### config.mk
export PLATFORM = sky130hd
export DESIGN_NAME = mdio_poll_master
export DESIGN_NICKNAME = d
export VERILOG_FILES = /design/src/rtl/mdio_poll_pkg.sv /design/src/rtl/mdio_poll_resolve.sv /design/src/rtl/mdio_poll_dpath.sv /design/src/rtl/mdio_poll_ctrl.sv /design/src/rtl/mdio_poll_master.sv
export SDC_FILE = /design/constraint.sdc
export NUM_CORES = 1
export LEC_CHECK = 0
export BUFFER_PORTS_ARGS = -buffer_cell sky130_fd_sc_hd__buf_2
export CAP_MARGIN = 20
export CORE_AREA = 2 2 143 145
export DETAILED_ROUTE_END_ITERATION = 10
export DIE_AREA = 0 0 145 147
export PLACE_DENSITY = 0.59
export SLEW_MARGIN = 40
export SYNTH_ARGS = -nofsm -noshare
export SYNTH_HDL_FRONTEND = slang
export SYNTH_SLANG_ARGS = --single-unit
### constraint.sdc
create_clock -name clk -period 7 [get_ports clk]
set_input_delay 2.1 -clock clk [delete_from_list [all_inputs] [get_ports clk]]
set_output_delay 2.1 -clock clk [all_outputs]
set_load 0.02 [all_outputs]
### src/rtl/mdio_poll_pkg.sv
package mdio_poll_pkg;

  localparam int FRAME_BITS = 64;
  localparam int TA_POS     = 46;
  localparam int DATA_POS   = 48;
  localparam int POLL_SLOTS = 4;

  // Control -> datapath: one frame request
  typedef struct packed {
    logic        start;
    logic        isRead;
    logic [4:0]  phyAddr;
    logic [4:0]  regAddr;
    logic [15:0] wrData;
  } mdioCmd_t;

  // Datapath -> control: frame completion
  typedef struct packed {
    logic        done;
    logic [15:0] rdData;
  } mdioRsp_t;

  // Poll slot index to register number (0, 1, 4, 5)
  function automatic logic [4:0] pollRegOf(input logic [1:0] slot);
    case (slot)
      2'd0:    return 5'd0;
      2'd1:    return 5'd1;
      2'd2:    return 5'd4;
      default: return 5'd5;
    endcase
  endfunction

endpackage

### src/rtl/mdio_poll_resolve.sv
module mdio_poll_resolve (
  input  logic       autoNeg,
  input  logic       forceSpd,
  input  logic       forceFull,
  input  logic [3:0] localAbil,   // register 4 bits 8..5
  input  logic [3:0] peerAbil,    // register 5 bits 8..5
  output logic       speed100,
  output logic       fullDuplex
);
  logic [3:0] common;

  always_comb begin
    common = localAbil & peerAbil;
    if (!autoNeg) begin
      speed100   = forceSpd;
      fullDuplex = forceFull;
    end else if (common[3]) begin
      speed100   = 1'b1;
      fullDuplex = 1'b1;
    end else if (common[2]) begin
      speed100   = 1'b1;
      fullDuplex = 1'b0;
    end else if (common[1]) begin
      speed100   = 1'b0;
      fullDuplex = 1'b1;
    end else begin
      speed100   = 1'b0;
      fullDuplex = 1'b0;
    end
  end
endmodule

### src/rtl/mdio_poll_dpath.sv
module mdio_poll_dpath
  import mdio_poll_pkg::*;
#(
  parameter int DIV_HALF = 10
) (
  input  logic     clk,
  input  logic     rstN,
  input  mdioCmd_t cmd,
  output mdioRsp_t rsp,
  output logic     mdc,
  output logic     mdioOut,
  output logic     mdioOe,
  input  logic     mdioIn
);
  localparam int DIVW = (DIV_HALF > 1) ? $clog2(DIV_HALF) : 1;
  localparam logic [DIVW-1:0] DIV_LAST = DIVW'(DIV_HALF - 1);

  logic [DIVW-1:0] divCnt;
  logic            running;
  logic            rdMode;
  logic [5:0]      bitIdx;
  logic [63:0]     frameReg;
  logic [63:0]     frameBits;
  logic [15:0]     rdShift;
  logic            doneQ;
  logic            halfTick;

  assign halfTick = running && (divCnt == DIV_LAST);
  assign rsp      = '{done: doneQ, rdData: rdShift};

  always_comb begin
    frameBits = {32'hFFFF_FFFF, 2'b01,
                 cmd.isRead ? 2'b10 : 2'b01,
                 cmd.phyAddr, cmd.regAddr,
                 cmd.isRead ? 2'b11 : 2'b10,
                 cmd.isRead ? 16'hFFFF : cmd.wrData};
  end

  always_ff @(posedge clk) begin
    if (!rstN) begin
      divCnt   <= '0;
      running  <= 1'b0;
      rdMode   <= 1'b0;
      bitIdx   <= '0;
      frameReg <= '0;
      rdShift  <= '0;
      doneQ    <= 1'b0;
      mdc      <= 1'b0;
      mdioOut  <= 1'b0;
      mdioOe   <= 1'b0;
    end else begin
      doneQ <= 1'b0;
      if (!running) begin
        divCnt <= '0;
        if (cmd.start) begin
          running  <= 1'b1;
          frameReg <= frameBits;
          rdMode   <= cmd.isRead;
          bitIdx   <= '0;
          mdioOe   <= 1'b1;
          mdioOut  <= frameBits[63];
        end
      end else begin
        divCnt <= halfTick ? '0 : divCnt + 1'b1;
        if (halfTick) begin
          if (!mdc) begin
            mdc <= 1'b1;
            if (rdMode && bitIdx >= 6'(DATA_POS))
              rdShift <= {rdShift[14:0], mdioIn};
          end else begin
            mdc <= 1'b0;
            if (bitIdx == 6'(FRAME_BITS - 1)) begin
              running <= 1'b0;
              mdioOe  <= 1'b0;
              mdioOut <= 1'b0;
              doneQ   <= 1'b1;
            end else begin
              bitIdx  <= bitIdx + 6'd1;
              mdioOut <= frameReg[6'd62 - bitIdx];
              mdioOe  <= !(rdMode && (bitIdx + 6'd1 >= 6'(TA_POS)));
            end
          end
        end
      end
    end
  end

  // MDC high-phase length counter for checking
  logic [DIVW:0] highCnt;
  always_ff @(posedge clk) begin
    if (!rstN) highCnt <= '0;
    else       highCnt <= mdc ? highCnt + 1'b1 : '0;
  end

  p_quiet_while_high_r2: assert property (@(posedge clk) disable iff (!rstN)
    mdc |-> ($stable(mdioOut) && $stable(mdioOe)));

  p_high_len_r2: assert property (@(posedge clk) disable iff (!rstN)
    $fell(mdc) |-> (highCnt == (DIVW+1)'(DIV_HALF)));

  p_release_read_r3: assert property (@(posedge clk) disable iff (!rstN)
    (running && rdMode && bitIdx >= 6'(TA_POS)) |-> !mdioOe);

  p_start_idle_r11: assert property (@(posedge clk) disable iff (!rstN)
    (cmd.start && !running) |=> (running && mdioOe && !mdc));

endmodule

### src/rtl/mdio_poll_ctrl.sv
module mdio_poll_ctrl
  import mdio_poll_pkg::*;
#(
  parameter int NUM_PORTS = 3,
  parameter int PHY_BASE  = 1,
  parameter int PORT_W    = 2
) (
  input  logic                 clk,
  input  logic                 rstN,
  input  logic                 hostReq,
  input  logic                 hostWrite,
  input  logic [PORT_W-1:0]    hostPort,
  input  logic [4:0]           hostReg,
  input  logic [15:0]          hostWdata,
  output logic                 hostBusy,
  output logic                 hostDone,
  output logic [15:0]          hostRdata,
  output mdioCmd_t             cmd,
  input  mdioRsp_t             rsp,
  output logic [NUM_PORTS-1:0] linkUp,
  output logic [NUM_PORTS-1:0] fullDuplex,
  output logic [NUM_PORTS-1:0] speed100
);
  localparam logic [PORT_W-1:0] LAST_PORT = PORT_W'(NUM_PORTS - 1);

  typedef enum logic {S_LAUNCH, S_WAIT} state_t;

  state_t            state;
  logic              curHost;
  logic              hPend;
  logic              hWr;
  logic [PORT_W-1:0] hPort;
  logic [4:0]        hReg;
  logic [15:0]       hData;
  logic [PORT_W-1:0] pollPort;
  logic [1:0]        pollSlot;
  logic              pollDone;

  assign hostBusy = hPend;
  assign pollDone = (state == S_WAIT) && rsp.done && !curHost;

  always_ff @(posedge clk) begin
    if (!rstN) begin
      state     <= S_LAUNCH;
      curHost   <= 1'b0;
      hPend     <= 1'b0;
      hWr       <= 1'b0;
      hPort     <= '0;
      hReg      <= '0;
      hData     <= '0;
      pollPort  <= '0;
      pollSlot  <= '0;
      hostDone  <= 1'b0;
      hostRdata <= '0;
      cmd       <= '0;
    end else begin
      hostDone  <= 1'b0;
      cmd.start <= 1'b0;
      if (hostReq && !hPend) begin
        hPend <= 1'b1;
        hWr   <= hostWrite;
        hPort <= hostPort;
        hReg  <= hostReg;
        hData <= hostWdata;
      end
      case (state)
        S_LAUNCH: begin
          cmd.start <= 1'b1;
          curHost   <= hPend;
          if (hPend) begin
            cmd.isRead  <= !hWr;
            cmd.phyAddr <= 5'(PHY_BASE) + 5'(hPort);
            cmd.regAddr <= hReg;
            cmd.wrData  <= hData;
          end else begin
            cmd.isRead  <= 1'b1;
            cmd.phyAddr <= 5'(PHY_BASE) + 5'(pollPort);
            cmd.regAddr <= pollRegOf(pollSlot);
            cmd.wrData  <= '0;
          end
          state <= S_WAIT;
        end
        default: begin
          if (rsp.done) begin
            state <= S_LAUNCH;
            if (curHost) begin
              hostDone  <= 1'b1;
              hPend     <= 1'b0;
              if (!hWr) hostRdata <= rsp.rdData;
            end else begin
              pollSlot <= pollSlot + 2'd1;
              if (pollSlot == 2'(POLL_SLOTS - 1))
                pollPort <= (pollPort == LAST_PORT) ? '0 : pollPort + 1'b1;
            end
          end
        end
      endcase
    end
  end

  // Per-port shadow registers and status
  for (genvar g = 0; g < NUM_PORTS; g++) begin : g_port
    logic       anEn;
    logic       frc100;
    logic       frcFull;
    logic [3:0] adv;
    logic       linkR;
    logic       spdR;
    logic       fullR;
    logic       resSpd;
    logic       resFull;
    logic       hit;

    assign hit = pollDone && (pollPort == PORT_W'(g));

    mdio_poll_resolve u_resolve (
      .autoNeg    (anEn),
      .forceSpd   (frc100),
      .forceFull  (frcFull),
      .localAbil  (adv),
      .peerAbil   (rsp.rdData[8:5]),
      .speed100   (resSpd),
      .fullDuplex (resFull)
    );

    always_ff @(posedge clk) begin
      if (!rstN) begin
        anEn    <= 1'b0;
        frc100  <= 1'b0;
        frcFull <= 1'b0;
        adv     <= '0;
        linkR   <= 1'b0;
        spdR    <= 1'b0;
        fullR   <= 1'b0;
      end else if (hit) begin
        case (pollSlot)
          2'd0: begin
            anEn    <= rsp.rdData[12];
            frc100  <= rsp.rdData[13];
            frcFull <= rsp.rdData[8];
          end
          2'd1: linkR <= rsp.rdData[2];
          2'd2: adv   <= rsp.rdData[8:5];
          default: begin
            spdR  <= resSpd;
            fullR <= resFull;
          end
        endcase
      end
    end

    assign linkUp[g]     = linkR;
    assign speed100[g]   = spdR;
    assign fullDuplex[g] = fullR;
  end

  p_done_clears_busy_r10: assert property (@(posedge clk) disable iff (!rstN)
    hostDone |-> !hostBusy);

  p_busy_ends_done_r10: assert property (@(posedge clk) disable iff (!rstN)
    $fell(hostBusy) |-> hostDone);

  p_done_single_r10: assert property (@(posedge clk) disable iff (!rstN)
    hostDone |=> !hostDone);

  p_host_keeps_slot_r11: assert property (@(posedge clk) disable iff (!rstN)
    (rsp.done && curHost && state == S_WAIT) |=> ($stable(pollPort) && $stable(pollSlot)));

  p_slot_advance_r5: assert property (@(posedge clk) disable iff (!rstN)
    pollDone |=> !$stable({pollPort, pollSlot}));

endmodule

### src/rtl/mdio_poll_master.sv
module mdio_poll_master
  import mdio_poll_pkg::*;
#(
  parameter int NUM_PORTS = 3,
  parameter int PHY_BASE  = 1,
  parameter int DIV_HALF  = 10,
  localparam int PORT_W   = (NUM_PORTS > 1) ? $clog2(NUM_PORTS) : 1
) (
  input  logic                 clk,
  input  logic                 rstN,
  input  logic                 hostReq,
  input  logic                 hostWrite,
  input  logic [PORT_W-1:0]    hostPort,
  input  logic [4:0]           hostReg,
  input  logic [15:0]          hostWdata,
  output logic                 hostBusy,
  output logic                 hostDone,
  output logic [15:0]          hostRdata,
  output logic                 mdc,
  output logic                 mdioOut,
  output logic                 mdioOe,
  input  logic                 mdioIn,
  output logic [NUM_PORTS-1:0] linkUp,
  output logic [NUM_PORTS-1:0] fullDuplex,
  output logic [NUM_PORTS-1:0] speed100
);
  mdioCmd_t cmd;
  mdioRsp_t rsp;

  mdio_poll_ctrl #(
    .NUM_PORTS (NUM_PORTS),
    .PHY_BASE  (PHY_BASE),
    .PORT_W    (PORT_W)
  ) u_ctrl (
    .clk        (clk),
    .rstN       (rstN),
    .hostReq    (hostReq),
    .hostWrite  (hostWrite),
    .hostPort   (hostPort),
    .hostReg    (hostReg),
    .hostWdata  (hostWdata),
    .hostBusy   (hostBusy),
    .hostDone   (hostDone),
    .hostRdata  (hostRdata),
    .cmd        (cmd),
    .rsp        (rsp),
    .linkUp     (linkUp),
    .fullDuplex (fullDuplex),
    .speed100   (speed100)
  );

  mdio_poll_dpath #(
    .DIV_HALF (DIV_HALF)
  ) u_dpath (
    .clk     (clk),
    .rstN    (rstN),
    .cmd     (cmd),
    .rsp     (rsp),
    .mdc     (mdc),
    .mdioOut (mdioOut),
    .mdioOe  (mdioOe),
    .mdioIn  (mdioIn)
  );
endmodule

Word level (Yosys, flattened, before mapping):

Cells that the tools add are included.
W data, S select, Z words.

* bitwise operators: 9
* multiply operators: 0
* div/mod/pow operators: 0
* shift-type cells: 0
* eq/ne operators: 10
* $lt $le $gt $ge: 3
* add/sub/neg operators: 7
* mux-type cells: 58
* reduce and logical (&&, ||, !) cells: 40

Operators with widths (count)
* $mux W1: 46
* $mux W6: 5
* $mux W28: 1
* $reduce_and A2 Y1: 14
* $mux W27: 1
* $reduce_and A4 Y1: 5
* $mux W16: 1
* $and A4 B4 Y4: 3
* $ge A6 B6 Y1 const B: 2
* $logic_and A1 B1 Y1: 9
* $pmux W3 S3: 1
* $reduce_and A3 Y1: 3
* $lt A6 B7 Y1 const B: 1
* $add A1 B2 Y3 const A: 2
* $add A6 B1 Y6 const B: 1
* $bmux W1 S6: 1
* $eq A2 B2 Y1 const B: 3
* $eq A6 B6 Y1 const B: 1
* $not A1 Y1: 6
* $reduce_or A3 Y1: 2
* $sub A6 B6 Y6 const A: 1
* $add A2 B1 Y2 const B: 2
* $add A4 B1 Y4 const B: 1
* $eq A2 B1 Y1 const B: 2
* other kinds (7): 13

* output and inout port bits: 30
* logic and storage cells: 174
* bits in writable memories: 0
* memories: 0
* bits in latches: 0
* bits in registers: 169
* input bits: 28
* ROM bits: 0

Depth between registers and ports, before layout:

Gate-level depths: netlist of run 1.

* depth in word-level cells: 8
* mapped depth: 9
* mapped depth without buffers: 7

Cells and area by module:

A second synthesis of run 1 with hierarchy kept.

* cells, all modules: 730
* area total of the unflattened synthesis: 6767.7 sq um

By module, submodules not included
* mdio_poll_ctrl: times used 1, cells an instance 421, area each 3893.7 sq um, seq. area each 2082.0 sq um
* mdio_poll_dpath: times used 1, cells an instance 288, area each 2776.4 sq um, seq. area each 1201.2 sq um
* mdio_poll_resolve: times used 3, cells an instance 7, area each 32.5 sq um, seq. area each 0.0 sq um

Worst setup path after synthesis of run 1:

No wires, ideal clock.

* path type: in2reg
* start: in rstN
* end: reg u_ctrl.cmd[0] (netlist name)
* slack: 3.850 ns
* required time: 6.940 ns
* cell stages on the path: 6
* setup time: 0.060 ns
* buffers on the path: 2
* arrival time: 3.091 ns
* path through: buf_2 inv_2 nor2_1 and2_1 clkbuf_1 a22o_1

RTL lines
* start: declaration: line mdio_poll_master.sv:10 `input logic rstN,`

==> qor.txt, run 1 <==
Async SR Flop Fraction = 0%
path depth of the worst reg2reg path = 7
antenna violations before repair = 0
Least-Margin Pin Slew = 0.781 ns
max_slew headroom = 47.9%
Warnings, synthesis = 0
Synth Cell Area = 0.00644 sq mm
vias per inst = 4.76
crit path max-delay cell type = and2_1
Max Buffers Root-to-Sink = 2
Final Power = 1950 uW
f_max = 0.286 GHz
detailed-route via count = 4988
Die Span X = 145 um
CTS tree = built
global-route usage over all layers = 12.9%
layout cells sized above 1 = 15.1%
Core ar. = 0.0198 sq mm
CP startpoint kind = primary input
number of cells on the critical path = 5
Area Growth Syn to Fin = 15.5%
Setup TNS = 0 ns
Nets = 803
H-tree depth = 4
DRC = 0
CTS Root Cell = clkbuf_16
Reg-to-Reg Start = u_dpath.bitIdx[0]
total gr overflow = 0
fin util = 37.5%
Arr. time, crit path = 3.85 ns
end point of the critical path = u_ctrl.cmd[5]
Avg Inst Size Synth = 8.67 sq um
Leak Pwr = 0.00277 uW
result of the run = finished clean
sequential element share of the synthesized area = 49.4%
# setup viols final = 0
Final Cycle Share = 49.9%
fillers = 2042
crit-path cells = buf_2 > clkinv_2 > nor2_1 > and2_1 > a22o_1
crit path launch = rstN
Post-CTS Hold Buffers = 0
Hold Startpoint = u_dpath.frameReg[19]
# IOs = 58
clock slew at reported path FFs = 0.06 ns
CP bufs+invs = 2
Final Critical Period = 3.49 ns
HPWL Detailed = 8840 um
Synth area leader = dfxtp_1
initial DRC count = 276
full die area = 0.0213 sq mm
# diodes = 0
Antenna Nets Post-Route = 0
First-pass DRT Iterations = 4
syn nets = 782
worst vdd ir = 0.194 mV
max incr delay on CP = 0.65 ns
gpl congestion = 0.739
Critical Path RT = 7.36 ns
row cnt = 52
wire per inst = 12.9 um
DIE HEIGHT = 147 um
vias in the first global route = 4570
postcts setup bufs = 0
CTS sink cnt = 159
first-pass GRT wire length = 22600 um
share of the synthesized area in the top cell type = 49.4%
max-cap viol count = 0
final hold viol count = 0
crit path capture type = register
drt total wl = 13500 um
pin count of the biggest net entering global routing = 106
R2R Path End = u_dpath.mdioOut
fin. max-slew vios = 0
FF+latch count, synth = 159
reg2reg setup slack = 4.32 ns
Top delay family on crit path = simple AND/OR/NAND/NOR gates
Max FO, Critical Path = 23
Skew-Pair Late Insertion Delay = 0.42 ns
Main synth FF type = dfxtp_1
RSZ-0062 raised after global routing = false
Setup Skew = 0.0121 ns
CTS Buf Count = 17
Worst Path Class, Setup = in -> reg
CTS-repair resized insts = 0
Post-synth EDFFs = 0
unique cell type count in the Yosys netlist = 54
Mapped Cells = 743
WHS = 0.450 ns
Power Dens Cells = 262 mW/mm^2
Initial Util = 32.5%
ranking of synthesized cells by area = dfxtp_1 49%, nand2_1 9.0%, a21oi_1 6.8%, mux2i_1 4.0%, nor2_1 4.0%
min-delay worst type = reg -> reg
port bufs = 57
==> metal layers <==
| metal | vias up | GRT usage (%) | routed length (um) |
|---|---|---|---|
| met5 | - | 0 | 0 |
| met4 | 0 | 4.60 | 101 |
| met3 | 8 | 2.86 | 417 |
| met2 | 67 | 19.1 | 5840 |
| met1 | 2323 | 18.5 | 7110 |
| li1 | 2590 | - | - |
==> metrics by stage <==
stage               std cells  cell area [sq um]  setup WS [ns]
finish                   1047               7440           3.51
detailed placement       1015               6840           3.02
global placement         1015               6830           3.09
floorplan                 743               6440           3.85
CTS                      1047               7440           3.46
global route             1047               7440           3.28
==> area by class of cell <==
type | instances | area, sq um | area share, %
clock inverters | 11 | 130 | 1.75
repair buffers | 65 | 349 | 4.69
multi-input cells | 512 | 2940 | 39.5
well taps | 270 | 338 | 4.54
clock buffers | 21 | 470 | 6.32
inverters | 9 | 35.0 | 0.471
flip-flops and latches | 159 | 3180 | 42.8
==> worst register-to-register path: cells and delay by family (launching register included) <==
kind,cells,cell delay [ns]
flip-flops,1,0.71
AO/OA/AOI/OAI,4,0.69
adder cells (fa/ha/maj),1,0.58
multiplexers,1,0.38
buffers and inverters,1,0.19
==> kinds of logic after synthesis <==
| kind of cell | Yosys count | synth area share [%] |
|---|---|---|
| flip-flops | 159 | 49.4 |
| adder cells (fa/ha/maj) | 11 | 2.14 |
| multiplexers | 37 | 7.36 |
| AO/OA/AOI/OAI | 143 | 13.7 |
| AND/OR/NAND/NOR | 316 | 21.2 |
| buffers and inverters | 72 | 5.24 |
| XOR/XNOR | 5 | 0.913 |
==> flip-flops by register name, summed over array words and instances (netlist names), 2 cells and up <==
name,flops
u_ctrl.g_port.fullR,3
u_ctrl.g_port.spdR,3
u_dpath.rdShift,16
u_ctrl.g_port.anEn,3
u_dpath.divCnt,4
u_ctrl.g_port.adv,9
u_ctrl.pollSlot,2
u_ctrl.hData,16
u_ctrl.cmd,26
u_ctrl.g_port.frcFull,3
u_ctrl.pollPort,2
u_dpath.bitIdx,6
u_ctrl.hPort,2
u_ctrl.hReg,5
u_ctrl.g_port.linkR,3
u_dpath.frameReg,27
u_ctrl.g_port.frc100,3
u_ctrl.hostRdata,16
==> where the power goes <==
group          total (uW)  switching, uW  internal, uW
clock network         924            368           556
registers             944           18.0           926
logic                82.3           50.0          32.3
total                1950            436          1510
==> worst min-delay path by stage <==
stage	to	slack (ns)	cells past startpoint
finish	u_dpath.frameReg[19]	0.45	2
global route	u_ctrl.g_port[1].adv[2]	0.47	2
CTS	u_ctrl.g_port[2].linkR	0.45	2
detailed placement	u_ctrl.g_port[2].linkR	0.44	2
global placement	u_ctrl.hostRdata[10]	0.44	2
floorplan	u_ctrl.hostRdata[15]	0.43	2
==> cell usage in the layout (no fill, tap or decap), drive strengths merged, types with 5 or more instances in the layout <==
cell type | netlist | final
dfxtp | 159 | 159
nand3 | 31 | 31
clkbuf | 36 | 21
o21ai | 8 | 8
a21oi | 88 | 88
nand2 | 154 | 154
a22o | 21 | 21
buf | 27 | 65
nor2 | 68 | 68
and2 | 5 | 5
nor3 | 34 | 34
o21a | 5 | 5
mux2 | 5 | 5
ha | 11 | 11
mux4 | 6 | 6
inv | 9 | 10
mux2i | 26 | 26
==> synthesized netlist by cell type (all sizes together) (2+ instances only) <==
cell,number
or2,2
dfxtp,159
nand3,31
nand3b,2
nor3b,4
ha,11
nor2,68
nand2,154
nand4b,3
a31oi,4
a22o,21
inv,9
and2,5
nand4,2
o21a,5
xnor2,4
nor2b,2
clkbuf,36
buf,27
and3,3
mux2i,26
a311o,3
o31ai,2
a221oi,2
nand2b,2
a21oi,88
mux4,6
o21ai,8
nor3,34
mux2,5
nor4b,2
a21o,2
a21boi,2
Note: power is estimated with default switching activity, not from simulation.
==> run 2: changes to the inputs <==
--- a/config.mk
+++ b/config.mk
@@ -10,7 +10,7 @@
 export CORE_AREA = 2 2 143 145
 export DETAILED_ROUTE_END_ITERATION = 10
 export DIE_AREA = 0 0 145 147
-export PLACE_DENSITY = 0.59
+export PLACE_DENSITY = 0.61
 export SLEW_MARGIN = 40
 export SYNTH_ARGS = -nofsm -noshare
 export SYNTH_HDL_FRONTEND = slang
==> constraint.sdc (replaced) <==
create_clock -name clk -period 3.2 [get_ports clk]
set_input_delay 0.96 -clock clk [delete_from_list [all_inputs] [get_ports clk]]
set_output_delay 0.96 -clock clk [all_outputs]
set_load 0.02 [all_outputs]
==> run 2 against run 1 <==
Net effect: combinational power rose by 120%; worst setup slack got worse by 2.7 ns; hold slack got worse by 0.00085 ns; via count rose by 0.16%; register-to-register slack got worse by 3.5 ns; routed wire length rose by 2.2%; die area did not move; clock power rose by 97%; first-iteration DRC count rose by 38%; critical path type is now reg -> reg; highest routed layer unchanged.
==> qor.txt, run 2 (synthesis gave the netlist of run 1 again) <==
drt total wl = 13800 um
Least-Margin Pin Slew = 0.699 ns
first-pass GRT wire length = 23500 um
HPWL Detailed = 9040 um
port bufs = 57
GRT met2 Usage = 19.6%
antenna violations before repair = 0
Skew-Pair Late Insertion Delay = 0.42 ns
Setup WS pre-CTS = 0.811 ns
result of the run = finished clean
Sequential Area = 0.00318 sq mm
# IOs = 58
H-tree depth = 4
DIE HEIGHT = 147 um
crit path max-delay cell type = ha_1
total gr overflow = 0
Worst Path Class, Setup = reg -> reg
max reg flops = 27
min-delay worst type = reg -> reg
CP startpoint kind = register
commonest non-fill, non-tap cell in the layout = dfxtp_1
Initial Util = 32.5%
most frequent CP cell = o31ai_1
initial DRC count = 382
full die area = 0.0213 sq mm
vias in the first global route = 4714
Max Buffers Root-to-Sink = 2
Area Growth Syn to Fin = 14.8%
crit-path cells = buf_4 > inv_1 > ha_1 > mux4_1 > a21oi_1 > o31ai_1 > a221oi_2 > o31ai_1
CTS tree = built
Setup TNS = 0 ns
fillers = 2041
Nets = 808
Leak Pwr = 0.00277 uW
biggest regs = u_dpath.frameReg x27, u_ctrl.cmd x26
detailed-route via count = 4996
Antenna Nets Post-Route = 0
max_slew headroom = 53.3%
gpl congestion = 0.802
max-cap viol count = 0
CP bufs+invs = 2
wire per inst = 13.1 um
vias per inst = 4.76
CTS Buf Count = 17
fin util = 37.3%
# diodes = 0
Biggest register = u_dpath.frameReg
Arr. time, crit path = 2.71 ns
# setup viols final = 0
Die Span X = 145 um
fin. max-slew vios = 0
crit path capture type = register
fin worst setup slack = 0.786 ns
final hold viol count = 0
Max FO, Critical Path = 11
Post-CTS Hold Buffers = 0
Multi-input gate area = 0.00293 sq mm
CTS Root Cell = clkbuf_16
Top delay family on crit path = compound AO/OA/AOI/OAI gates
clock slew at reported path FFs = 0.06 ns
Core ar. = 0.0198 sq mm
WHS = 0.449 ns
pin count of the biggest net entering global routing = 64
Final Cycle Share = 75.5%
row cnt = 52
Power Dens Cells = 550 mW/mm^2
Most Crowded Layer GR = met2
worst vdd ir = 0.354 mV
layout cells sized above 1 = 14.8%
Setup Skew = 0.00637 ns
First-pass DRT Iterations = 5
CTS sink cnt = 159
max incr delay on CP = 0.52 ns
DRC = 0
Critical Path RT = 3.50 ns
global-route usage over all layers = 13.4%
RSZ-0062 raised after global routing = false
GRT met3 Usage = 2.76%
postcts setup bufs = 0
f_max = 0.414 GHz
Final Critical Period = 2.41 ns
most frequent cells in the layout = 159 x dfxtp_1, 154 x nand2_1, 87 x a21oi_1
CTS-repair resized insts = 0
GR Util met1 = 19.3%
==> run 2: cell count changes in the layout (fill, tap and decap cells not counted), sizes merged <==
cell	before	now
buf	65	70
clkbuf	21	24
bufinv	2	0
clkinvlp	4	2
inv	10	8
==> run 2: report_power, final <==
group	switching (uW)	internal, uW
Clock	762	1060
Combinational	110	72.5
Sequential	40.5	2030
==> run 2: path summary, 6_finish.rpt <==
check	from	endpoint	slack, ns	depth (start not counted)
max	u_dpath.bitIdx[0]	u_dpath.mdioOut	0.79	8
min	u_ctrl.hostRdata[2]	u_ctrl.hostRdata[2]	0.45	2
max reg2reg	u_dpath.bitIdx[0]	u_dpath.mdioOut	0.79	8
min reg2reg	u_ctrl.hostRdata[2]	u_ctrl.hostRdata[2]	0.45	2
==> run 2: stage by stage <==
| step | power [uW] | instances | cell area, sq um |
|---|---|---|---|
| detailed placement | 2300 | 1020 | 6870 |
| global placement | 2290 | 1020 | 6870 |
| finish | 4070 | 1049 | 7400 |
| floorplan | 2230 | 743 | 6440 |
| CTS | 4110 | 1049 | 7400 |
| global route | 4220 | 1049 | 7400 |
==> run 2: routing by layer <==
metal | vias up | wire, um | part of all wire [%]
li1 | 2591 | - | -
met1 | 2317 | 7230 | 53
met2 | 72 | 5910 | 43
met3 | 16 | 393 | 2.9
met4 | 0 | 227 | 1.6
met5 | - | 0 | 0
==> run 2: tightest hold or removal path: cells and delay by family (launching register included) <==
kind            cells  cell delay [ns]
compound gates      1             0.05
simple gates        1             0.05
flops               1             0.30
==> run 2: final cells by class <==
cell class | count | area share [%]
clock inverters | 5 | 0.457
well taps | 270 | 4.57
multi-input cells | 512 | 39.6
clock buffers | 24 | 6.65
flip-flops and latches | 159 | 43.0
inverters | 9 | 0.474
repair buffers | 70 | 5.18
